==> src/rtl/mul_pkg.sv <==
package mul_pkg;
  typedef enum logic {
    ST_IDLE = 1'b0,
    ST_RUN  = 1'b1
  } mul_state_e;
endpackage

==> src/rtl/mul_adder.sv <==
module mul_adder #(
  parameter int WIDTH = 32
) (
  input  logic [WIDTH-1:0] a_i,
  input  logic [WIDTH-1:0] b_i,
  output logic [WIDTH:0]   sum_o
);
  assign sum_o = {1'b0, a_i} + {1'b0, b_i};
endmodule

==> src/rtl/mul_ctrl.sv <==
module mul_ctrl
  import mul_pkg::*;
#(
  parameter int WIDTH = 32
) (
  input  logic clk_i,
  input  logic rst_ni,
  input  logic start_i,
  output logic load_o,
  output logic step_o,
  output logic busy_o,
  output logic done_o
);
  localparam int CW = $clog2(WIDTH + 1);

  mul_state_e    state_q;
  logic [CW-1:0] cnt_q;
  logic          last;

  assign last   = (cnt_q == CW'(WIDTH - 1));
  assign load_o = start_i && (state_q == ST_IDLE);
  assign step_o = (state_q == ST_RUN);
  assign busy_o = (state_q == ST_RUN);

  always_ff @(posedge clk_i or negedge rst_ni) begin
    if (!rst_ni) begin
      state_q <= ST_IDLE;
      cnt_q   <= '0;
      done_o  <= 1'b0;
    end else begin
      done_o <= 1'b0;
      case (state_q)
        ST_IDLE: begin
          if (start_i) begin
            state_q <= ST_RUN;
            cnt_q   <= '0;
          end
        end
        ST_RUN: begin
          cnt_q <= cnt_q + 1'b1;
          if (last) begin
            state_q <= ST_IDLE;
            done_o  <= 1'b1;
          end
        end
        default: state_q <= ST_IDLE;
      endcase
    end
  end
endmodule

==> src/rtl/mul_datapath.sv <==
module mul_datapath #(
  parameter int WIDTH = 32
) (
  input  logic             clk_i,
  input  logic             rst_ni,
  input  logic             load_i,
  input  logic             step_i,
  input  logic [WIDTH-1:0] mcand_i,
  input  logic [WIDTH-1:0] mplier_i,
  output logic [WIDTH-1:0] hi_o,
  output logic [WIDTH-1:0] lo_o
);
  localparam int PW = 2 * WIDTH;

  logic [WIDTH-1:0] mcand_q;
  logic [PW-1:0]    prod_q;
  logic [WIDTH-1:0] addend;
  logic [WIDTH:0]   sum;

  assign addend = prod_q[0] ? mcand_q : '0;

  mul_adder #(.WIDTH(WIDTH)) u_adder (
    .a_i  (prod_q[PW-1:WIDTH]),
    .b_i  (addend),
    .sum_o(sum)
  );

  always_ff @(posedge clk_i or negedge rst_ni) begin
    if (!rst_ni) begin
      mcand_q <= '0;
      prod_q  <= '0;
    end else if (load_i) begin
      mcand_q <= mcand_i;
      prod_q  <= {{WIDTH{1'b0}}, mplier_i};
    end else if (step_i) begin
      // carry becomes the new MSB; multiplier bit 0 falls off the right
      prod_q <= {sum, prod_q[WIDTH-1:1]};
    end
  end

  assign hi_o = prod_q[PW-1:WIDTH];
  assign lo_o = prod_q[WIDTH-1:0];
endmodule

==> src/rtl/shift_add_mul.sv <==
module shift_add_mul #(
  parameter int WIDTH = 32
) (
  input  logic             clk_i,
  input  logic             rst_ni,
  input  logic             start_i,
  input  logic [WIDTH-1:0] mcand_i,
  input  logic [WIDTH-1:0] mplier_i,
  output logic             busy_o,
  output logic             done_o,
  output logic [WIDTH-1:0] prod_hi_o,
  output logic [WIDTH-1:0] prod_lo_o
);
  logic load, step;

  mul_ctrl #(.WIDTH(WIDTH)) u_ctrl (
    .clk_i  (clk_i),
    .rst_ni (rst_ni),
    .start_i(start_i),
    .load_o (load),
    .step_o (step),
    .busy_o (busy_o),
    .done_o (done_o)
  );

  mul_datapath #(.WIDTH(WIDTH)) u_dp (
    .clk_i   (clk_i),
    .rst_ni  (rst_ni),
    .load_i  (load),
    .step_i  (step),
    .mcand_i (mcand_i),
    .mplier_i(mplier_i),
    .hi_o    (prod_hi_o),
    .lo_o    (prod_lo_o)
  );
endmodule

==> config.mk <==
export PLATFORM = sky130hd
export DESIGN_NAME = shift_add_mul
export DESIGN_NICKNAME = d
export VERILOG_FILES = /design/src/rtl/mul_pkg.sv /design/src/rtl/mul_adder.sv /design/src/rtl/mul_ctrl.sv /design/src/rtl/mul_datapath.sv /design/src/rtl/shift_add_mul.sv
export SDC_FILE = /design/constraint.sdc
export NUM_CORES = 1
export LEC_CHECK = 0
export BUFFER_PORTS_ARGS = -buffer_cell sky130_fd_sc_hd__buf_2
export CORE_MARGIN = 2
export CORE_UTILIZATION = 57
export CTS_BUF_LIST = sky130_fd_sc_hd__clkbuf_4 sky130_fd_sc_hd__clkbuf_8
export CTS_CLUSTER_DIAMETER = 200
export DETAILED_ROUTE_END_ITERATION = 10
export GPL_TIMING_DRIVEN = 0
export PLACE_DENSITY = 0.83
export SLEW_MARGIN = 20
export SYNTH_ARGS = -nofsm -noshare
export SYNTH_HDL_FRONTEND = slang
export SYNTH_SLANG_ARGS = --single-unit
==> constraint.sdc <==
create_clock -name clk_i -period 3 [get_ports clk_i]
set_input_delay 0.15 -clock clk_i [delete_from_list [all_inputs] [get_ports clk_i]]
set_output_delay 0.15 -clock clk_i [all_outputs]
set_load 0.02 [all_outputs]
Word level (Yosys, flattened, before mapping)
Index checks and enable logic that the tools add are counted.
{"block": "totals", "rom_bits": 0, "reg_bits": 104, "latchBits": 0, "memories": 0, "ramBits": 0, "word_cells": 22, "out_inout_bits": 66}
{"block": "op_classes", "n_lt_le_gt_ge": 0, "shifts": 0, "reduce_logical": 2, "multipliers": 0, "n_addsub": 2, "bitwise": 1, "eq_ne": 2, "n_div": 0, "mux": 10}
{"operator": "$mux W64", "n": 2}
{"operator": "$add A32 B32 Y33", "n": 1}
{"operator": "$mux W32", "n": 1}
{"operator": "$pmux W6 S2", "n": 1}
{"operator": "$add A6 B1 Y6 const B", "n": 1}
{"operator": "$eq A6 B5 Y1 const B", "n": 1}
{"operator": "$mux W6", "n": 1}
{"operator": "$mux W1", "n": 4}
{"operator": "$ne A2 B2 Y1 const B", "n": 1}
{"operator": "$pmux W1 S2", "n": 1}
{"operator": "$reduce_bool A2 Y1", "n": 1}
{"operator": "$logic_and A1 B1 Y1", "n": 1}
{"operator": "$not A1 Y1", "n": 1}

Longest topological paths before layout
Gate-level depths: netlist of the first run.
{"block": "depth", "depth_word": 4, "mapped_depth": 13}

By module
From an unflattened synthesis of the first run, not the netlist that was laid out.
{"block": "hier_totals", "cells_unflattened": 653, "hier_area_um2": 6603.8}
{"module": "mul_datapath", "n_inst": 1, "seq_area_each_um2": 2402.3, "cells_each": 344, "area_per_inst_um2": 4300.4}
{"module": "mul_adder", "n_inst": 1, "seq_area_each_um2": 0.0, "cells_each": 274, "area_per_inst_um2": 1901.8}
{"module": "mul_ctrl", "n_inst": 1, "seq_area_each_um2": 200.2, "cells_each": 35, "area_per_inst_um2": 401.6}

Worst setup path after synthesis of the first run
OpenSTA, ideal clock, no wires.
{"block": "synth_path", "path_kind": "register to register", "start": "register u_dp.prod_q[0]", "end": "register u_dp.prod_q[61]", "path_stages_with_launch": 14, "t_arrival_ns": 2.822, "setup_ns": 0.131, "synth_period_minus_slack_ns": 2.953, "slack_ns": 0.047, "path_cell_list": "dfrtp_1 > clkbuf_1 > and2_1 > ha_1 > inv_1 > fa_1 > nand2b_1 > a21oi_1 > o221ai_1 > a211oi_2 > a41oi_1 > o21bai_2 > xnor2_1 > o21ai_1"}
{"block": "synth_via", "elab_chain_cells": 4}
{"item": "start, declared", "line_no": "mul_datapath.sv:16", "text": "logic [PW-1:0] prod_q;"}
{"item": "start signal, assigned", "line_no": "mul_datapath.sv:34", "text": "prod_q <= {{WIDTH{1'b0}}, mplier_i};"}
{"item": "start signal, assigned", "line_no": "mul_datapath.sv:37", "text": "prod_q <= {sum, prod_q[WIDTH-1:1]};"}
{"item": "$mux W32", "line_no": "mul_datapath.sv:20", "text": "assign addend = prod_q[0] ? mcand_q : '0;"}
{"item": "$add A32 B32 Y33", "line_no": "mul_adder.sv:8", "text": "assign sum_o = {1'b0, a_i} + {1'b0, b_i};"}
{"item": "$mux W64", "line_no": "mul_datapath.sv:35", "text": "end else if (step_i) begin"}
{"item": "$mux W64", "line_no": "mul_datapath.sv:32", "text": "end else if (load_i) begin"}
No other way between the ends. The select of a mux whose other input is x is not followed.
A chain may end at the register's enable or synchronous reset.

Worst setup path in the final report of the first run
{"block": "layout_path", "start": "register u_dp.prod_q[0]", "end": "register u_dp.prod_q[62]"}
The elaborated chain is that of the path after synthesis.

==> metrics.md, run 1 <==
| Metric | Value |
|---|---|
| P_sw | 4.148 mW |
| Syn avg cell area | 8.688 um^2 |
| Compound-gate portion of the synthesized area | 16.51% |
| Critical Path Fanout Max | 10 |
| Drt drc | 0 |
| Crit path time final | 2.884 ns |
| Max Fclk | 0.3467 GHz |
| Later-pin clock latency in the skew report | 0.40 ns |
| Initial drt markers | 389 |
| First-pass iteration count of the detailed router | 5 |
| Mux share of post-synthesis cell area | 5.383% |
| Synth Area in XOR/XNOR | 3.697% |
| Synth Flop Type | dfrtp_1 |
| Post-synth EDFFs | 0 |
| Placed Area | 0.007019 mm^2 |
| Gr ovfl total | 0 |
| Worst slew margin | 53.22% |
| Actual slew at the worst max-slew pin | 0.7017 ns |
| Synthesized area | 0.006160 mm^2 |
| Worst IR drop on VDD | 0.0006529 V |
| Die W | 108.0 um |
| H-tree levels | 3 |
| Hold crit path type | in -> reg |
| Fraction of layout cells with a size suffix above 1 | 21.75% |
| GP Congestion | 0.9367 |
| Vias in the first global route | 5662 |
| Pwr Total | 8.741 mW |
| Comb power frac | 58.5% |
| Cell-internal power | 4.593 mW |
| Via/cell ratio | 5.663 |
| Fin nets | 989 |
| Post-route ant nets | 0 |
| Skew final | 0.01791 ns |
| Adder-Cell Fraction of Synth Area | 7.028% |
| CP startpoint kind | flip-flop |
| Row count | 37 |
| Layout area overhead | 24.90% |
| Sequential share of the synthesized area | 42.25% |
| Num CTS Buffers | 9 |
| Core footprint | 0.01042 mm^2 |
| Yosys reg bits | 104 |
| Netlist cell types | 60 |
| I/O pins | 133 |
| Synth Area in Simple Gates | 21.51% |
| Kind of critical path | reg -> reg |
| Final non-filler cell area | 0.007694 mm^2 |
| Status | finished clean |
| Final Max Tran Viols | 0 |
| Die area | 0.01165 mm^2 |
| Largest cells by area after synthesis | dfrtp_1 42%, nand2_1 11%, ha_1 6.7% |
| Worst EP required | 3.33 ns |
| Root Buffer | clkbuf_8 |
| Port Buffers | 131 |
| Cell Pwr Density | 1136 mW/mm^2 |
| Post-synth top area cell | dfrtp_1 |
| Arr. time, crit path | 3.21 ns |
| Setup crit end kind | flip-flop |
| Total global-route track usage | 28.97% |
| Final non-filler cell total | 1028 |
| First-pass GRT wire length | 26760 um |
| Via count | 5822 |
| Synth Warn # | 0 |
| Largest family of logic cells by synthesized area | simple AND/OR/NAND/NOR gates |
| WL final | 16360 um |
| Final hold vios | 0 |
| Synth top area share | 42.25% |
| Syn_nets | 810 |
| Placed cells | 977 |
| Pleak | 3.794 nW |
| WHS | 0.02990 ns |
| DP Wirelength | 11700 um |
| Async S/R FF share, synth | 100.0% |
| Post-Syn Instances | 709 |
| Wire per inst | 15.91 um |
| Clock sinks | 104 |
| Final Cycle Share | 96.14% |
| Ant diodes | 0 |
| CTS Buffer Depth | 2 |
| Net Sw Frac | 47.45% |
| Largest net degree at the start of global routing | 63 |
| Max_cap viols | 0 |
| Sequential Power Share | 30.7% |
| Die H | 108.0 um |
| Clock transition at path regs | 0.11 ns |
| Initial antenna violation count | 0 |
| CTS tree | done |
| Setup_tns | 0 ns |
| Clock power share | 10.8% |
| # setup viols final | 0 |
| Initial Util | 59.14% |
## layer usage
layer  routed length, um  vias to the layer above  track usage [%]
met5                   0                        -                0
met4                 346                        0            8.150
met3                1069                       36            7.655
met2                7747                      245            47.30
met1                7190                     2743            38.30
li1                    -                     2798                -
## flip-flops by register name, summed over array words and instances (netlist names)
| signal | cells |
|---|---|
| u_ctrl.done_o | 1 |
| u_ctrl.cnt_q | 6 |
| u_dp.prod_q | 64 |
| u_dp.mcand_q | 32 |
| u_ctrl.busy_o | 1 |
## per-stage QoR
step                worst slack (ns)  util, %
floorplan                    0.04695        -
global placement             -0.4378    67.06
detailed placement           -0.5431    67.39
CTS                          0.01217    73.02
global route               -0.007260    73.86
finish                        0.1157    73.86
## kinds of logic after synthesis
logic type	count (synthesis)
AND/OR/NAND/NOR	295
AO/OA/AOI/OAI	166
flip-flops	104
buffers and inverters	51
adder cells (fa/ha/maj)	34
multiplexers	33
XOR/XNOR	26
## power by group through the flow
stage | logic, mW | registers [mW] | clock network (mW)
final | 5.11 | 2.69 | 0.942
after detailed placement | 4.85 | 2.68 | 0
after global placement | 4.69 | 2.65 | 0
after floorplan | 3.08 | 3.11 | 0
after CTS | 4.96 | 2.67 | 0.952
after global routing | 5.70 | 2.76 | 1.00
## cells in the final DEF (no fill, tap or decap), types with 4 or more instances in the layout
cell type      count
nand2b_1           8
xnor2_1           11
o21ai_0           61
o21a_1             4
nand2_1          185
clkbuf_8          10
inv_1             10
buf_4              6
xor2_1            15
a21oi_2            6
a21oi_1           25
dfrtp_1          103
o21ai_1           19
buf_6              5
and2_1            32
nand3_1           13
nand4_1            8
ha_1              31
a21o_1             8
dlygate4sd3_1     33
clkbuf_1          25
nor2_1            26
and4_1             4
buf_2            135
mux2i_1           32
## critical path, cell delays in order (launching register included)
cell and delay [ns]:
dfrtp_2 0.45, buf_4 0.18, and2_1 0.15, ha_1 0.26, buf_2 0.18, and4_1 0.23, and4_1 0.23, a21boi_1 0.14
a41o_1 0.25, o21a_2 0.27, a31oi_2 0.23, nand4_1 0.12, o211ai_1 0.11
## final cells by class
class                   instances  area, um^2
clock inverters                 5       65.06
repair buffers                169        1050
multi-input cells             554        3436
flip-flops and latches        104        2604
well taps                     136       170.2
clock buffers                  10       137.6
fillers                       815        2723
plain buffers                  39       190.2
inverters                      11       41.29
## synthesized netlist by cell type (all sizes together), types with 2 or more instances
| cell | n |
|---|---|
| a211oi | 4 |
| o22ai | 2 |
| nand2 | 186 |
| a21o | 8 |
| nor3 | 2 |
| a21boi | 3 |
| mux2i | 32 |
| and4 | 5 |
| nor4b | 2 |
| o31ai | 3 |
| o221ai | 2 |
| xor2 | 15 |
| a31o | 2 |
| a31oi | 3 |
| o21a | 5 |
| a221oi | 3 |
| inv | 10 |
| clkbuf | 29 |
| buf | 11 |
| o21ai | 80 |
| dfrtp | 104 |
| nand2b | 9 |
| or3 | 4 |
| ha | 33 |
| nand3 | 13 |
| a41oi | 5 |
| o211ai | 3 |
| nand4 | 8 |
| xnor2 | 11 |
| and2 | 34 |
| o311ai | 2 |
| nand3b | 3 |
| nor2 | 26 |
| o21bai | 3 |
| a21oi | 33 |
## timing repair
action	in CTS	in global routing
pin swaps	3	5
hold buffers	33	0
endpoints found under the hold margin	74	0
gates cloned	0	0
buffers inserted	3	1
gates resized for setup	9	24
endpoints found under the setup margin	15	12
## worst paths after layout
| check | startpoint | end | slack (ns) | cells past startpoint |
|---|---|---|---|---|
| worst max-delay path | u_dp.prod_q[0] | u_dp.prod_q[62] | 0.12 | 12 |
| worst min-delay path | mplier_i[3] | u_dp.prod_q[3] | 0.03 | 3 |
| worst max register to register | u_dp.prod_q[0] | u_dp.prod_q[62] | 0.12 | 12 |
| worst min register to register | u_dp.mcand_q[5] | u_dp.mcand_q[5] | 0.48 | 2 |
| max in group asynchronous | rst_ni | u_dp.prod_q[0] | 2.12 | 3 |
| min in group asynchronous | rst_ni | u_dp.prod_q[42] | 0.23 | 2 |
Note: power is estimated with default switching activity, not from simulation.
==> run 2: changes to the inputs <==
Settings changed: PLACE_DENSITY 0.83 to 0.86.
==> metrics.md, run 2 (same netlist as run 1, synthesis figures left out) <==
| Metric | Value |
|---|---|
| Cells on worst reg2reg path | 11 (-1) |
| Max Fclk | 0.3347 GHz (-3.5%) |
| Layout area overhead | 24.60% |
| CTS Buffer Depth | 2 (unchanged) |
| Met1 usage | 36.69% (-1.6 points) |
| Setup crit end kind | flip-flop |
| Core footprint | 0.01042 mm^2 (unchanged) |
| Hold crit path type | in -> reg |
| Skew final | 0.01342 ns (-0.004488 ns) |
| Kind of critical path | reg -> reg |
| Setup_tns | 0 ns (unchanged) |
| CTS tree | done |
| Initial antenna violation count | 0 (unchanged) |
| Cell Pwr Density | 1139 mW/mm^2 (+0.24%) |
| Post-route ant nets | 0 (unchanged) |
| H-tree levels | 3 (unchanged) |
| First-pass GRT wire length | 27510 um (+2.8%) |
| Root Buffer | clkbuf_8 |
| Die W | 108.0 um (unchanged) |
| Num CTS Buffers | 9 (unchanged) |
| Via count | 5877 (+0.94%) |
| Most common cell after layout, fill and taps aside | nand2_1 |
| Largest net degree at the start of global routing | 70 (+11%) |
| GP Congestion | 0.9053 (-3.4%) |
| I/O pins | 133 (unchanged) |
| Most flop-heavy register | u_dp.prod_q |
| Gr ovfl total | 0 (unchanged) |
| Later-pin clock latency in the skew report | 0.39 ns (about the same) |
| Status | finished clean |
| Die H | 108.0 um (unchanged) |
| Most used cells in the layout excluding fill and tap cells | 185 x nand2_1, 135 x buf_2, 103 x dfrtp_1 |
| First-pass iteration count of the detailed router | 5 (unchanged) |
| Fin nets | 988 (-0.10%) |
| Crit path time final | 2.988 ns (+0.1035 ns) |
| Regs by FF count | u_dp.prod_q x64, u_dp.mcand_q x32, u_ctrl.cnt_q x6 |
| Total global-route track usage | 30.02% (+1.1 points) |
| Clock sinks | 104 (unchanged) |
| Via/cell ratio | 5.717 (+0.94%) |
| Initial drt markers | 397 (+2.1%) |
| Critical Path Fanout Max | 10 (unchanged) |
| Clock transition at path regs | 0.11 ns (about the same) |
| Final Cycle Share | 99.59% (+3.4 points) |
| Final WS setup | 0.01226 ns (-0.1035 ns) |
| Vias in the first global route | 5878 (+3.8%) |
| Arr. time, crit path | 3.25 ns (+0.04 ns) |
| Port Buffers | 131 (unchanged) |
| Pleak | 3.802 nW (+0.21%) |
| Hold path depth | 3 (unchanged) |
| CP startpoint kind | flip-flop |
| Die area | 0.01165 mm^2 (unchanged) |
| Final hold vios | 0 (unchanged) |
| Row count | 37 (unchanged) |
| Wire per inst | 16.84 um (+5.8%) |
| Ant diodes | 0 (unchanged) |
| Worst slew margin | 52.24% (-0.97 points) |
| Actual slew at the worst max-slew pin | 0.7164 ns (+0.01461 ns) |
| Initial Util | 59.14% (unchanged) |
| # setup viols final | 0 (unchanged) |
| Pwr Total | 8.741 mW (about the same) |
| Final Max Tran Viols | 0 (unchanged) |
| Drt drc | 0 (unchanged) |
| Worst IR drop on VDD | 0.0006615 V (+1.3%) |
| Worst EP required | 3.26 ns (-0.07 ns) |
| RSZ-0062 raised after global routing | yes |
| Met2 usage | 52.34% (+5.0 points) |
| DP Wirelength | 12080 um (+3.2%) |
| Max_cap viols | 0 (unchanged) |
| Grt met3 use | 7.052% (-0.60 points) |
| Busiest metal layer after global routing | met2 |
| DP Worst Slack | -0.5418 ns (+0.001273 ns) |
| WL final | 17310 um (+5.8%) |
| Fraction of layout cells with a size suffix above 1 | 21.86% (+0.11 points) |
| WHS | 0.04297 ns (+0.01307 ns) |
| Max reg flops | 64 (unchanged) |
-- run 2: changes by cell type in the layout (fill, tap and decap cells not counted), sizes merged --
cell,delta
clkinv,+2
buf,-1
inv,+1
bufinv,-1
clkinvlp,-1
-- run 2: cell type report --
class                           count  area [um^2]
Clock buffer                       10        131.4
Sequential cell                   104         2604
Buffer                             38        183.9
Fill cell                         803         2741
Inverter                           11        41.29
Multi-Input combinational cell    554         3445
Timing Repair Buffer              169         1050
Tap cell                          136        170.2
Clock inverter                      6        50.05
-- run 2: layer usage --
| layer | part of all wire (%) | vias to the layer above |
|---|---|---|
| met5 | 0 | - |
| met4 | 2.5 | 0 |
| met3 | 6.7 | 42 |
| met2 | 49 | 257 |
| met1 | 42 | 2782 |
| li1 | - | 2796 |
-- run 2: critical path: stages (launching register included) --
cell and delay (ns):
dfrtp_2 0.46, buf_2 0.21, and2_1 0.16, ha_1 0.39, nand2_1 0.12, nor4_2 0.31, o221ai_2 0.19, a211oi_2 0.39
a41oi_2 0.22, o21bai_2 0.18, xnor2_1 0.14, o21ai_1 0.09
-- run 2: per-stage QoR --
step	util (%)	area, um^2	instances
2_1_floorplan	-	6160	709
3_3_place_gp	67.06	6985	976
3_5_place_dp	67.39	7019	977
4_1_cts	72.82	7585	1029
5_1_grt	73.68	7675	1028
6_report	73.68	7675	1028
-- run 2: final timing paths --
path / from / to / slack (ns)
max: u_dp.prod_q[0] / u_dp.prod_q[61] / 0.01
min: mplier_i[15] / u_dp.prod_q[15] / 0.04
max reg2reg: u_dp.prod_q[0] / u_dp.prod_q[61] / 0.01
min reg2reg: u_dp.mcand_q[7] / u_dp.mcand_q[7] / 0.48
max in group asynchronous: rst_ni / u_dp.prod_q[0] / 2.11
min in group asynchronous: rst_ni / u_dp.prod_q[42] / 0.22
-- run 2: repair_timing --
| item | CTS | global route |
|---|---|---|
| gates resized for setup | 9 | 21 |
| hold buffers | 33 | 0 |
| endpoints found under the hold margin | 67 | 0 |
| endpoints found under the setup margin | 17 | 14 |
| setup buffers | 3 | 1 |
| pin swaps | 2 | 8 |
| cloned | 0 | 0 |
-- run 2: report_power, final --
part	switching [mW]	internal (mW)
sequential	0.558	2.14
clock	0.530	0.324
combinational	3.15	2.04
==> run 3: changes to the inputs <==
Settings changed: CAP_MARGIN set to 15, REMOVE_ABC_BUFFERS set to 1.
==> metrics.md, run 3 (same netlist as run 1, synthesis figures left out) <==
| Metric | Value |
|---|---|
| Status | complete, but fails checks |
| Root Buffer | clkbuf_8 |
| Pwr Total | 9.083 mW (+3.9%) |
| GP Congestion | 0.8920 (-1.5%) |
| Worst slew margin | 29.86% (-22 points) |
| Final Cycle Share | 101.7% (+2.1 points) |
| Slowest CP cell | dfrtp_4 |
| Regs by FF count | u_dp.prod_q x64, u_dp.mcand_q x32, u_ctrl.cnt_q x6 |
| Max_cap viols | 0 (unchanged) |
| Gr ovfl total | 0 (unchanged) |
| H-tree levels | 3 (unchanged) |
| Fin nets | 956 (-3.2%) |
| Largest net degree at the start of global routing | 82 (+17%) |
| Crit path time final | 3.050 ns (+0.06197 ns) |
| WL final | 16770 um (-3.1%) |
| Kind of critical path | reg -> reg |
| Skew final | 0.02199 ns (+0.008570 ns) |
| Setup crit end kind | flip-flop |
| I/O pins | 133 (unchanged) |
| R2r startpoint | u_dp.prod_q[0] |
| Failing checks | negative setup slack |
| Total global-route track usage | 28.92% (-1.1 points) |
| Most common cell after layout, fill and taps aside | nand2_1 |
| Net Sw Frac | 48.19% (-0.30 points) |
| Max Fclk | 0.3279 GHz (-2.0%) |
| Hold Crit Start | mplier_i[12] |
| Worst EP required | 3.28 ns (+0.02 ns) |
| Later-pin clock latency in the skew report | 0.40 ns (about the same) |
| Pleak | 3.777 nW (-0.65%) |
| Crit path launch | u_dp.prod_q[0] |
| CTS tree | done |
| Drt drc | 0 (unchanged) |
| Max reg flops | 64 (unchanged) |
| Most flop-heavy register | u_dp.prod_q |
| Comb power frac | 60.1% (+0.7 points) |
| Most used cells in the layout excluding fill and tap cells | 183 x nand2_1, 131 x buf_2, 102 x dfrtp_1 |
| Cell-internal power | 4.706 mW (+4.5%) |
| # setup viols final | 1 (+1) |
| Hold crit path type | in -> reg |
| Final Max Tran Viols | 0 (unchanged) |
| Row count | 37 (unchanged) |
| RSZ-0062 raised after global routing | yes |
| Via/cell ratio | 5.860 (+2.5%) |
| Vias in the first global route | 5628 (-4.3%) |
| Critical Path Fanout Max | 11 (+1) |
| Cell Pwr Density | 1172 mW/mm^2 (+2.9%) |
| Cell Chain, Critical Path | buf_8 -> and2_1 -> ha_2 -> nand2_1 -> nor4_4 -> o221ai_4 -> a211oi_2 -> buf_4 -> a41oi_4 -> o21bai_2 -> xnor2_1 -> o21ai_1 |
| CTS Buffer Depth | 2 (unchanged) |
| Ant diodes | 0 (unchanged) |
| Final WS setup | -0.04971 ns (-0.06197 ns) |
| Die W | 108.0 um (unchanged) |
| Initial Util | 59.14% (unchanged) |
| Placed cells | 938 (-4.0%) |
| CP startpoint kind | flip-flop |
| Final hold vios | 0 (unchanged) |
| Die H | 108.0 um (unchanged) |
| Post-route ant nets | 0 (unchanged) |
| Actual slew at the worst max-slew pin | 1.052 ns (+0.3357 ns) |
| Fraction of layout cells with a size suffix above 1 | 25.00% (+3.1 points) |
| Worst IR drop on VDD | 0.0006471 V (-2.2%) |
| Die area | 0.01165 mm^2 (unchanged) |
| DP Wirelength | 10700 um (-11%) |
| First-pass GRT wire length | 26630 um (-3.2%) |
| Wire per inst | 16.83 um (about the same) |
| Clock power share | 9.6% (-0.2 points) |
| CP delay by family, top | compound AO/OA/AOI/OAI gates |
| Clock transition at path regs | 0.12 ns (about the same) |
| Final non-filler cell total | 996 (-3.1%) |
| Layout area overhead | 25.86% |
| Port Buffers | 132 (+0.76%) |
| Initial drt markers | 412 (+3.8%) |
| P_sw | 4.377 mW (+3.3%) |
| Worst path bufs/invs | 2 (+1) |
| Initial antenna violation count | 0 (unchanged) |
| Clock sinks | 104 (unchanged) |
| Via count | 5837 (-0.68%) |
| Sequential Power Share | 30.3% (-0.6 points) |
| Largest stage delay on the critical path | 0.54 ns (+0.08 ns) |
| Arr. time, crit path | 3.33 ns (+0.08 ns) |
| Num CTS Buffers | 9 (unchanged) |
| Core footprint | 0.01042 mm^2 (unchanged) |
| First-pass iteration count of the detailed router | 5 (unchanged) |
run 3: routing by layer:
layer	vias up	GRT usage [%]	part of all wire (%)	routed length (um)
met2	281	47.48	48	8131
met3	44	7.113	7.3	1224
met4	0	11.72	3.1	520
li1	2741	-	-	-
met1	2771	36.80	41	6890
met5	-	0	0	0
run 3: cell type report:
| class | instances | area [um^2] |
|---|---|---|
| Multi-Input combinational cell | 554 | 3635 |
| Timing Repair Buffer | 175 | 1107 |
| Clock inverter | 6 | 50.05 |
| Tap cell | 136 | 170.2 |
| Fill cell | 766 | 2664 |
| Sequential cell | 104 | 2610 |
| Inverter | 11 | 42.54 |
| Clock buffer | 10 | 137.6 |
run 3: power groups by stage:
stage	combinational [mW]	clock, mW	sequential, mW
after global placement	4.50	0	2.72
after floorplan	2.91	0	3.15
after detailed placement	4.66	0	2.76
final	5.46	0.874	2.75
after global routing	5.99	0.945	2.83
after CTS	5.00	0.892	2.72
run 3: path summary, 6_finish.rpt:
check,slack (ns),cells after the start,to
hold reg to reg,0.48,2,u_dp.mcand_q[5]
hold / removal,0.03,3,u_dp.prod_q[12]
setup / recovery,-0.05,12,u_dp.prod_q[61]
max in group asynchronous,2.11,3,u_ctrl.busy_o
min in group asynchronous,0.23,2,u_dp.prod_q[0]
setup reg to reg,-0.05,12,u_dp.prod_q[61]
run 3: worst register-to-register path, stage by stage (launching register included):
cell and delay, ns:
dfrtp_4 0.54, buf_8 0.16, and2_1 0.17, ha_2 0.41, nand2_1 0.14, nor4_4 0.38
o221ai_4 0.18, a211oi_2 0.23, buf_4 0.17, a41oi_4 0.15, o21bai_2 0.19, xnor2_1 0.14
o21ai_1 0.08
run 3: per-stage QoR:
stage	hold slack [ns]	cell area, um^2	utilization (%)	setup TNS, ns	setup WS, ns
detailed placement	0.1166	6864	65.90	-14.44	-0.9799
floorplan	-0.1456	5978	-	-21.30	-0.7254
finish	0.02587	7752	74.43	-0.04971	-0.04971
CTS	0.02467	7551	72.49	0	0.007604
global route	0.04442	7752	74.43	-0.3790	-0.1127
global placement	0.3394	6809	65.37	-102.08	-2.167
run 3: repair_timing:
| action | 4_1_cts | 5_1_grt |
|---|---|---|
| pin swaps | 2 | 12 |
| hold endpoints to repair | 79 | 0 |
| hold buffers | 33 | 0 |
| resized for setup | 24 | 35 |
| setup endpoints to repair | 59 | 14 |
| setup buffers | 6 | 3 |
